`src/rtl/dma_seq_pkg.sv`:
```
package dma_seq_pkg;

  localparam int REG_W = 32;

  // register select codes on the control port
  localparam logic [1:0] SEL_BUS = 2'd0;
  localparam logic [1:0] SEL_MEM = 2'd1;
  localparam logic [1:0] SEL_CTL = 2'd2;

  // control word bit positions
  localparam int CB_GO      = 0;
  localparam int CB_DIR     = 1;
  localparam int CB_DONE    = 2;
  localparam int CB_DONE_IE = 3;
  localparam int CB_EXT_IE  = 4;
  localparam int CB_WIDE    = 5;
  localparam int CB_STOP    = 6;
  localparam int CB_CFG_TOP = 6;
  localparam int CB_LEN_LO  = 16;

  typedef enum logic [2:0] {
    ST_IDLE,
    ST_REQ,
    ST_ADDR,
    ST_DATA,
    ST_FIN
  } seq_state_e;

endpackage

```
`src/rtl/dma_addr_reg.sv`:
```
module dma_addr_reg #(
  parameter int ADDR_W = 32
) (
  input  logic              clk,
  input  logic              rst_n,
  input  logic              load,
  input  logic [ADDR_W-1:0] load_val,
  input  logic              step,
  input  logic              wide,
  output logic [ADDR_W-1:0] addr
);

  localparam logic [ADDR_W-1:0] INC_NARROW = ADDR_W'(4);
  localparam logic [ADDR_W-1:0] INC_WIDE   = ADDR_W'(8);

  always_ff @(posedge clk or negedge rst_n) begin
    if (!rst_n) begin
      addr <= '0;
    end else if (load) begin
      addr <= load_val;
    end else if (step) begin
      addr <= addr + (wide ? INC_WIDE : INC_NARROW);
    end
  end

endmodule

```
`src/rtl/dma_xfer_count.sv`:
```
module dma_xfer_count #(
  parameter int ADDR_W = 32,
  parameter int LEN_W  = 16
) (
  input  logic              clk,
  input  logic              rst_n,
  input  logic              ld_bus,
  input  logic              ld_mem,
  input  logic              ld_len,
  input  logic [31:0]       wdata,
  input  logic              step,
  input  logic              wide,
  output logic [ADDR_W-1:0] bus_addr,
  output logic [ADDR_W-1:0] mem_addr,
  output logic [LEN_W-1:0]  len,
  output logic              len_one
);
  import dma_seq_pkg::*;

  localparam int N_PTR = 2;

  logic [N_PTR-1:0]  ld_vec;
  logic [ADDR_W-1:0] ptr_q [N_PTR];

  assign ld_vec = {ld_mem, ld_bus};

  for (genvar g = 0; g < N_PTR; g++) begin : g_ptr
    dma_addr_reg #(.ADDR_W(ADDR_W)) u_ptr (
      .clk      (clk),
      .rst_n    (rst_n),
      .load     (ld_vec[g]),
      .load_val (wdata[ADDR_W-1:0]),
      .step     (step),
      .wide     (wide),
      .addr     (ptr_q[g])
    );
  end

  assign bus_addr = ptr_q[0];
  assign mem_addr = ptr_q[1];

  always_ff @(posedge clk or negedge rst_n) begin
    if (!rst_n) begin
      len <= '0;
    end else if (ld_len) begin
      len <= wdata[CB_LEN_LO +: LEN_W];
    end else if (step) begin
      len <= len - LEN_W'(1);
    end
  end

  assign len_one = (len == LEN_W'(1));

endmodule

```
`src/rtl/dma_seq_fsm.sv`:
```
module dma_seq_fsm #(
  parameter int STOP_SLACK = 2
) (
  input  logic clk,
  input  logic rst_n,
  input  logic go,
  input  logic go_empty,
  input  logic len_one,
  input  logic bus_gnt,
  input  logic be_stall,
  input  logic be_busy,
  input  logic xfer_ready,
  output logic bus_req,
  output logic bus_start,
  output logic xfer_valid,
  output logic step,
  output logic fin_done,
  output logic fin_stop,
  output logic active,
  output logic in_data
);
  import dma_seq_pkg::*;

  localparam int SW = (STOP_SLACK < 1) ? 1 : $clog2(STOP_SLACK + 1);
  localparam logic [SW-1:0] SLACK_INIT = SW'(STOP_SLACK);

  seq_state_e    state_q, state_d;
  logic          stopping_q;
  logic [SW-1:0] slack_q;
  logic          fin_ok_q, fin_ok_d;
  logic          drain_end;

  always_comb begin
    in_data    = (state_q == ST_DATA);
    active     = (state_q != ST_IDLE);
    bus_req    = (state_q == ST_REQ) || (state_q == ST_ADDR) || in_data;
    bus_start  = (state_q == ST_ADDR);
    xfer_valid = in_data && (!stopping_q || (slack_q != '0));
    step       = xfer_valid && xfer_ready;
    fin_done   = (state_q == ST_FIN) && fin_ok_q;
    fin_stop   = (state_q == ST_FIN) && !fin_ok_q;
    drain_end  = stopping_q && ((slack_q == '0) || (step && (slack_q == SW'(1))));
  end

  always_comb begin
    state_d  = state_q;
    fin_ok_d = fin_ok_q;
    case (state_q)
      ST_IDLE: begin
        if (go) begin
          state_d  = go_empty ? ST_FIN : ST_REQ;
          fin_ok_d = 1'b1;
        end
      end
      ST_REQ: begin
        if (bus_gnt && !be_stall) state_d = ST_ADDR;
      end
      ST_ADDR: state_d = ST_DATA;
      ST_DATA: begin
        if (step && len_one) begin
          state_d  = ST_FIN;
          fin_ok_d = 1'b1;
        end else if (drain_end) begin
          state_d  = ST_FIN;
          fin_ok_d = 1'b0;
        end
      end
      ST_FIN:  state_d = ST_IDLE;
      default: state_d = ST_IDLE;
    endcase
  end

  always_ff @(posedge clk or negedge rst_n) begin
    if (!rst_n) begin
      state_q  <= ST_IDLE;
      fin_ok_q <= 1'b0;
    end else begin
      state_q  <= state_d;
      fin_ok_q <= fin_ok_d;
    end
  end

  // drain window opened by the busy input
  always_ff @(posedge clk or negedge rst_n) begin
    if (!rst_n) begin
      stopping_q <= 1'b0;
      slack_q    <= '0;
    end else if (state_q != ST_DATA) begin
      stopping_q <= 1'b0;
      slack_q    <= '0;
    end else if (!stopping_q && be_busy) begin
      stopping_q <= 1'b1;
      slack_q    <= SLACK_INIT;
    end else if (stopping_q && step) begin
      slack_q    <= slack_q - SW'(1);
    end
  end

endmodule

```
`src/rtl/dma_ctl_port.sv`:
```
module dma_ctl_port #(
  parameter int ADDR_W  = 32,
  parameter int LEN_W   = 16,
  parameter bit WIDE_EN = 1'b1
) (
  input  logic                    clk,
  input  logic                    rst_n,
  input  logic                    cs_n,
  input  logic                    wr_n,
  input  logic                    rd_n,
  input  logic [1:0]              sel,
  input  logic [6:0]              cfg_bits,
  input  logic                    active,
  input  logic                    fin_done,
  input  logic                    fin_stop,
  input  logic [ADDR_W-1:0]       bus_addr,
  input  logic [ADDR_W-1:0]       mem_addr,
  input  logic [LEN_W-1:0]        len,
  output logic                    ld_bus,
  output logic                    ld_mem,
  output logic                    ld_cfg,
  output logic                    go,
  output logic                    dir,
  output logic                    wide,
  output logic                    done,
  output logic                    stopped,
  output logic                    done_ie,
  output logic                    ext_ie,
  output logic [31:0]             rdata,
  output logic                    rvalid
);
  import dma_seq_pkg::*;

  logic        wr_hit, clr_hit;
  logic        rd_p1;
  logic [1:0]  sel_p1;
  logic [31:0] ctl_word;
  logic [31:0] rd_mux;

  assign wr_hit  = !cs_n && !wr_n;
  assign clr_hit = wr_hit && (sel == SEL_CTL);
  assign ld_bus  = wr_hit && (sel == SEL_BUS) && !active;
  assign ld_mem  = wr_hit && (sel == SEL_MEM) && !active;
  assign ld_cfg  = clr_hit && !active;
  assign go      = ld_cfg && cfg_bits[CB_GO];

  always_ff @(posedge clk or negedge rst_n) begin
    if (!rst_n) begin
      dir     <= 1'b0;
      wide    <= 1'b0;
      done_ie <= 1'b0;
      ext_ie  <= 1'b0;
    end else if (ld_cfg) begin
      dir     <= cfg_bits[CB_DIR];
      wide    <= WIDE_EN && cfg_bits[CB_WIDE];
      done_ie <= cfg_bits[CB_DONE_IE];
      ext_ie  <= cfg_bits[CB_EXT_IE];
    end
  end

  // status flags: a set from the sequencer wins over a software clear
  always_ff @(posedge clk or negedge rst_n) begin
    if (!rst_n) begin
      done    <= 1'b0;
      stopped <= 1'b0;
    end else begin
      if (fin_done)                             done    <= 1'b1;
      else if (clr_hit && cfg_bits[CB_DONE])    done    <= 1'b0;
      if (fin_stop)                             stopped <= 1'b1;
      else if (clr_hit && cfg_bits[CB_STOP])    stopped <= 1'b0;
    end
  end

  always_comb begin
    ctl_word                       = '0;
    ctl_word[CB_GO]                = active;
    ctl_word[CB_DIR]               = dir;
    ctl_word[CB_DONE]              = done;
    ctl_word[CB_DONE_IE]           = done_ie;
    ctl_word[CB_EXT_IE]            = ext_ie;
    ctl_word[CB_WIDE]              = wide;
    ctl_word[CB_STOP]              = stopped;
    ctl_word[CB_LEN_LO +: LEN_W]   = len;
  end

  always_comb begin
    case (sel_p1)
      SEL_BUS: rd_mux = 32'(bus_addr);
      SEL_MEM: rd_mux = 32'(mem_addr);
      SEL_CTL: rd_mux = ctl_word;
      default: rd_mux = '0;
    endcase
  end

  // two-stage read pipeline
  always_ff @(posedge clk or negedge rst_n) begin
    if (!rst_n) begin
      rd_p1  <= 1'b0;
      sel_p1 <= '0;
      rvalid <= 1'b0;
      rdata  <= '0;
    end else begin
      rd_p1  <= !cs_n && !rd_n;
      sel_p1 <= sel;
      rvalid <= rd_p1;
      rdata  <= rd_p1 ? rd_mux : '0;
    end
  end

endmodule

```
`src/rtl/dma_seq_top.sv`:
```
module dma_seq_top #(
  parameter int ADDR_W     = 32,
  parameter int LEN_W      = 16,
  parameter bit WIDE_EN    = 1'b1,
  parameter int STOP_SLACK = 2
) (
  input  logic              clk,
  input  logic              rst_n,
  input  logic              ctl_cs_n,
  input  logic              ctl_wr_n,
  input  logic              ctl_rd_n,
  input  logic [1:0]        ctl_sel,
  input  logic [31:0]       ctl_wdata,
  output logic [31:0]       ctl_rdata,
  output logic              ctl_rvalid,
  output logic              bus_req,
  input  logic              bus_gnt,
  output logic              bus_start,
  output logic [ADDR_W-1:0] bus_addr,
  output logic              bus_dir_wr,
  output logic              bus_wide,
  output logic [ADDR_W-1:0] mem_addr,
  output logic              xfer_valid,
  input  logic              xfer_ready,
  input  logic              be_stall,
  input  logic              be_busy,
  input  logic              ext_irq,
  output logic              irq
);
  import dma_seq_pkg::*;

  logic             ld_bus, ld_mem, ld_cfg, go, go_empty;
  logic             dir, wide, done_flag, stopped, done_ie, ext_ie;
  logic             step, fin_done, fin_stop, active, in_data, len_one;
  logic [LEN_W-1:0] len;

  assign go_empty = (ctl_wdata[CB_LEN_LO +: LEN_W] == '0);

  dma_ctl_port #(.ADDR_W(ADDR_W), .LEN_W(LEN_W), .WIDE_EN(WIDE_EN)) u_port (
    .clk      (clk),
    .rst_n    (rst_n),
    .cs_n     (ctl_cs_n),
    .wr_n     (ctl_wr_n),
    .rd_n     (ctl_rd_n),
    .sel      (ctl_sel),
    .cfg_bits (ctl_wdata[CB_CFG_TOP:0]),
    .active   (active),
    .fin_done (fin_done),
    .fin_stop (fin_stop),
    .bus_addr (bus_addr),
    .mem_addr (mem_addr),
    .len      (len),
    .ld_bus   (ld_bus),
    .ld_mem   (ld_mem),
    .ld_cfg   (ld_cfg),
    .go       (go),
    .dir      (dir),
    .wide     (wide),
    .done     (done_flag),
    .stopped  (stopped),
    .done_ie  (done_ie),
    .ext_ie   (ext_ie),
    .rdata    (ctl_rdata),
    .rvalid   (ctl_rvalid)
  );

  dma_xfer_count #(.ADDR_W(ADDR_W), .LEN_W(LEN_W)) u_count (
    .clk      (clk),
    .rst_n    (rst_n),
    .ld_bus   (ld_bus),
    .ld_mem   (ld_mem),
    .ld_len   (ld_cfg),
    .wdata    (ctl_wdata),
    .step     (step),
    .wide     (wide),
    .bus_addr (bus_addr),
    .mem_addr (mem_addr),
    .len      (len),
    .len_one  (len_one)
  );

  dma_seq_fsm #(.STOP_SLACK(STOP_SLACK)) u_fsm (
    .clk        (clk),
    .rst_n      (rst_n),
    .go         (go),
    .go_empty   (go_empty),
    .len_one    (len_one),
    .bus_gnt    (bus_gnt),
    .be_stall   (be_stall),
    .be_busy    (be_busy),
    .xfer_ready (xfer_ready),
    .bus_req    (bus_req),
    .bus_start  (bus_start),
    .xfer_valid (xfer_valid),
    .step       (step),
    .fin_done   (fin_done),
    .fin_stop   (fin_stop),
    .active     (active),
    .in_data    (in_data)
  );

  assign bus_dir_wr = dir;
  assign bus_wide   = wide;
  assign irq        = (done_flag && done_ie) || (ext_ie && ext_irq);

endmodule

```
`config.mk`:
```
export PLATFORM = sky130hd
export DESIGN_NAME = dma_seq_top
export DESIGN_NICKNAME = d
export VERILOG_FILES = /design/src/rtl/dma_seq_pkg.sv /design/src/rtl/dma_addr_reg.sv /design/src/rtl/dma_xfer_count.sv /design/src/rtl/dma_seq_fsm.sv /design/src/rtl/dma_ctl_port.sv /design/src/rtl/dma_seq_top.sv
export SDC_FILE = /design/constraint.sdc
export NUM_CORES = 1
export LEC_CHECK = 0
export BUFFER_PORTS_ARGS = -buffer_cell sky130_fd_sc_hd__buf_4
export CAP_MARGIN = 40
export CORE_AREA = 5 5 120 122
export DETAILED_ROUTE_END_ITERATION = 16
export DIE_AREA = 0 0 125 127
export GPL_TIMING_DRIVEN = 0
export HOLD_SLACK_MARGIN = 0.02
export PLACE_DENSITY = 0.77
export SETUP_SLACK_MARGIN = 0.4
export SLEW_MARGIN = 10
export SYNTH_ARGS = -nofsm -noshare
export SYNTH_HDL_FRONTEND = slang
export SYNTH_SLANG_ARGS = --single-unit
```
`constraint.sdc`:
```
create_clock -name clk -period 7.2 [get_ports clk]
set_input_delay 2.16 -clock clk [delete_from_list [all_inputs] [get_ports clk]]
set_output_delay 2.16 -clock clk [all_outputs]
set_load 0.02 [all_outputs]
```
# Word level (Yosys, flattened, before mapping)
# Index checks and enable logic that the tools add are counted.
[totals] regBits=129 in_bits=44 out_inout_bits=103 wordCells=115
[op_classes] add_sub_neg=4 n_eq_ne=14 n_mux=28 n_reduce_logical=52
[op_table] op="$mux 32" count=5
[op_table] op="$pmux 32 s3" count=1
[op_table] op="$add 32x32->32" count=1
[op_table] op="$add 32x4->32" count=1
[op_table] op="$mux 16" count=2
[op_table] op="$logic_and 1x1->1" count=23
[op_table] op="$eq 16x1->1 const B" count=1
[op_table] op="$logic_not 16->1" count=1
[op_table] op="$reduce_bool 2->1" count=8
[op_table] op="$sub 16x1->16 const B" count=1
[op_table] op="$mux 3" count=5
[op_table] op="$pmux 3 s4" count=1
[op_table] op="$mux 1" count=9
[op_table] op="$logic_not 1->1" count=7
[op_table] op="$eq 2x1->1 const B" count=3
[op_table] op="$eq 3x2->1 const B" count=2
[op_table] op="$logic_not 2->1" count=3
[op_table] op="$mux 2" count=3
[op_table] op="$reduce_and 3->1" count=2
[op_table] op="$reduce_bool 3->1" count=2
[op_table] op="$logic_or 1x1->1" count=5
[op_table] op="$eq 2x2->1 const B" count=2
[op_table] op="$mux 4" count=1
[op_table] op="$ne 2x2->1 const B" count=2
[op_table] op="other kinds (7)" count=7

# Logic depth before layout (Yosys ltp)
[depth] ltp_word=10 ltp_mapped=9 depth_no_buf=9

# By module
# A second synthesis with hierarchy kept.
[unflattened] cells_unflattened=771 area_unflattened_um2=7372.1
[modules_own_cells] mod="dma_addr_reg" n_inst=2 cells_per_inst=216 area_each_um2=1931.9
[modules_own_cells] mod="dma_ctl_port" n_inst=1 cells_per_inst=182 area_each_um2=2114.5
[modules_own_cells] mod="dma_xfer_count" n_inst=1 cells_per_inst=101 area_each_um2=920.9
[modules_own_cells] mod="dma_seq_fsm" n_inst=1 cells_per_inst=50 area_each_um2=430.4
[modules_own_cells] mod="dma_seq_top" n_inst=1 cells_per_inst=6 area_each_um2=42.5

# Worst setup path after synthesis
# Ideal clock, no wire load.
[synth_timing] path_type="input to output" start="input port ext_irq" end="output port irq" t_arrival_ns=2.400 required_ns=5.040 setup_slack_ns=2.640 path_stages=1 path_buffers=0 path_cell_list="a22o_1"
[synth_between] elab_chain_cells=2
[synth_rtl] item="start, declared" line="dma_seq_top.sv:27" text="input logic ext_irq,"
[synth_rtl] item="$logic_and 1x1->1" line="dma_seq_top.sv:104" text="assign irq = (done_flag && done_ie) || (ext_ie && ext_irq);"
[synth_rtl] item="$logic_or 1x1->1" line="dma_seq_top.sv:104"
[synth_rtl] item="end, declared" line="dma_seq_top.sv:28" text="output logic irq"
# Every way passes these cells.

# Worst setup path in the final report
# Ends and elaborated chain as after synthesis.

==> out/results.ini <==
[synthesis]
postSynthCellCount=777
yosysUniqueCellTypes=63
syn_nets=831
yosysWarnings=0
synth-main-ff-cell=dfrtp_1
synth_area_um2=7090
avgSynthCellArea_um2=9.12
synth_edf_count=0
synth_seq_area_share_pct=45.6
ys_ff_latch=129
ys_async_sr_fraction_pct=100

[sta]
worst_pin_slew_ns=0.961
setup_viol=0
period_minus_slack_ns=4.75
hold_viol_final=0
relSlewSlack_pct=35.4
min_period_over_period_pct=66.0
final.setup.tns_ns=0
final_max_slew_viol_count=0
rsz0062_at_grt=no
clock_skew_ns=0.00832
max_freq_mhz=210

[hold_path]
worst_hold_startpoint=u_port.dir
hold_path.class=flip-flop to flip-flop
min_to=u_port.dir
hold-path-cell-count=2

[floorplan]
start_util_pct=54.2
boundaryPins=147
num_rows=42
die_h_um=127
core_um2=13100
die-area_um2=15900
die_x_um=125

[clock_network]
cts_buffers=17
clkTransAtPathRegs_ns=0.05
cts_tree=built
clock_sinks=129
cts_max_level=4
clkLatencyLatePin_ns=0.42
hold_buffers=0
cts_resized=0
cts-root-buf=clkbuf_16
post_cts_buffers=0
clockBufferDepth=2

[grt]
grt_pass1_wl_um=38800
grt_overflow=0
antenna_found_initial=0
grt_max_degree=79
grt_pass1_vias=6720
grtUsageTotal_pct=31.3

[detailed_routing]
antenna_left=0
remaining_drc_errors=0
vias=7328
vias_per_cell=6.46
wirelength_um=25100
wl_per_cell_um=22.1
firstDrtPassIters=5
drt_iter0_drc=1090

[flow_run]
drv_cap=0

[critical_path]
arrival_ns=2.59
slowest_delay_ns=0.17
path_class=input port to output port
start_kind=input port
critPathMaxFanout=1
rr_startpoint=u_port.wide
r2r-end=u_count.g_ptr[1].u_ptr.addr[28]
crit_chain=buf_4, a22o_1, buf_4
crit_slowest_cell=a22o_1
critPathCaptureType=output port
r2r_cells=9
crit_top_cell=buf_4
reg2reg_slack_ns=4.09
crit_required_ns=5.04

[layout]
layout_commonest_cell=buf_4
fin_nets=999
diodes=0
syn_to_final_growth_pct=27.6
mostFrequentLayoutCells=146 x buf_4, 142 x nand2_1, 129 x dfrtp_1
drive_gt1_share_pct=21.7
utilization_pct=69.1

[power]
clockPowerShare_pct=24.1
combinationalPowerShare_pct=39.0
power_frac_seq_pct=36.9
p_leak_nw=4.04
max-vdd-ir-drop_mv=0.214
sw_frac_of_total_pct=42.2
p_per_area_nw_per_um2=393
internal_power_mw=2.05
p_sw_mw=1.50

[place]
place_congestion=0.980
dpl.hpwl_um=18300
portBuffers=146

[outcome]
status=finished, final reports clean

sequential cells by signal, summed over array words and instances (netlist names), 2 cells and up:
register and cells:
u_port.sel_p1 2, u_count.len 16, u_count.g_ptr.u_ptr.addr 64, u_fsm.slack_q 2
u_fsm.state_q 3, u_port.rdata 32
how the worst max path moves through the flow:
stage                     startpoint   to  slack [ns]  cells after the start
final                        ext_irq  irq        2.45                      3
after global placement       ext_irq  irq        2.45                      3
after CTS                    ext_irq  irq        2.45                      3
after global routing         ext_irq  irq        2.43                      3
after floorplan              ext_irq  irq        2.64                      1
after detailed placement     ext_irq  irq        2.45                      3
cells in the mapped netlist (all sizes together) (2+ instances only):
library cell	n	share of area [%]
nand2	142	7.5
dfrtp	129	46
o21ai	64	4.5
nor2	42	2.3
nand3	38	3.0
mux2i	34	4.8
o211ai	32	3.4
o311ai	32	4.0
and2	29	2.6
clkbuf	25	1.3
buf	22	1.5
nand4	19	1.7
inv	16	0.85
nor3	16	1.3
a21oi	14	0.99
a31oi	14	1.2
nor4	13	1.7
and3	9	0.81
ha	8	1.4
nand3b	8	0.85
a22oi	7	0.74
a21o	6	0.65
a221o	6	0.85
xor2	6	0.74
nor2b	4	0.35
or3	4	0.35
xnor2	4	0.49
a32oi	3	0.37
nand4b	3	0.37
a32o	2	0.28
a41oi	2	0.25
fa	2	0.56
nand2b	2	0.18
nor4b	2	0.25
o221ai	2	0.25
or4	2	0.21
stage by stage:
stage          power, mW  cells  hold WS, ns  setup slack, ns  cell area (µm²)
5_1_grt             3.73   1134        0.526             2.43             9040
2_1_floorplan       2.02    777        0.427             2.64             7090
3_3_place_gp        2.64   1099        0.482             2.45             8400
4_1_cts             3.52   1134        0.505             2.45             9040
3_5_place_dp        2.67   1102        0.496             2.45             8460
6_report            3.56   1134        0.510             2.45             9040
area by class of cell:
cell class              instances  area, µm²
inverters                      16       60.1
repair buffers                149       1150
plain buffers                  47        203
clock inverters                 4       72.6
flip-flops and latches        129       3230
well taps                     176        220
clock buffers                  28        507
fillers                      1027       4040
multi-input cells             585       3600
logic make-up after synthesis:
family / Yosys count / synth area share, %
AND/OR/NAND/NOR: 337 / 24.0
XOR/XNOR: 10 / 1.24
adder cells (fa/ha/maj): 10 / 1.98
multiplexers: 34 / 4.80
buffers and inverters: 63 / 3.71
flip-flops: 129 / 45.6
AO/OA/AOI/OAI: 194 / 18.7
power groups by stage:
| stage | Combinational (mW) | Sequential (mW) | Clock [mW] |
|---|---|---|---|
| after floorplan | 0.611 | 1.41 | 0 |
| after global placement | 1.34 | 1.30 | 0 |
| after detailed placement | 1.36 | 1.30 | 0 |
| after CTS | 1.37 | 1.30 | 0.854 |
| after global routing | 1.49 | 1.35 | 0.889 |
| final | 1.39 | 1.31 | 0.855 |
critical path, delay by kind of cell:
family                 cells  cell delay, ns
buffers and inverters      2            0.26
AO/OA/AOI/OAI              1            0.17
metal layers:
layer  vias to the layer above  GRT usage, %  wire length [µm]
met5                         -             0                 0
met3                        62          9.14              3160
met1                      3528          43.3              9930
met4                         0          9.82               619
li1                       3210             -                 -
met2                       528          48.1             11400
(Power assumes the default switching activity.)
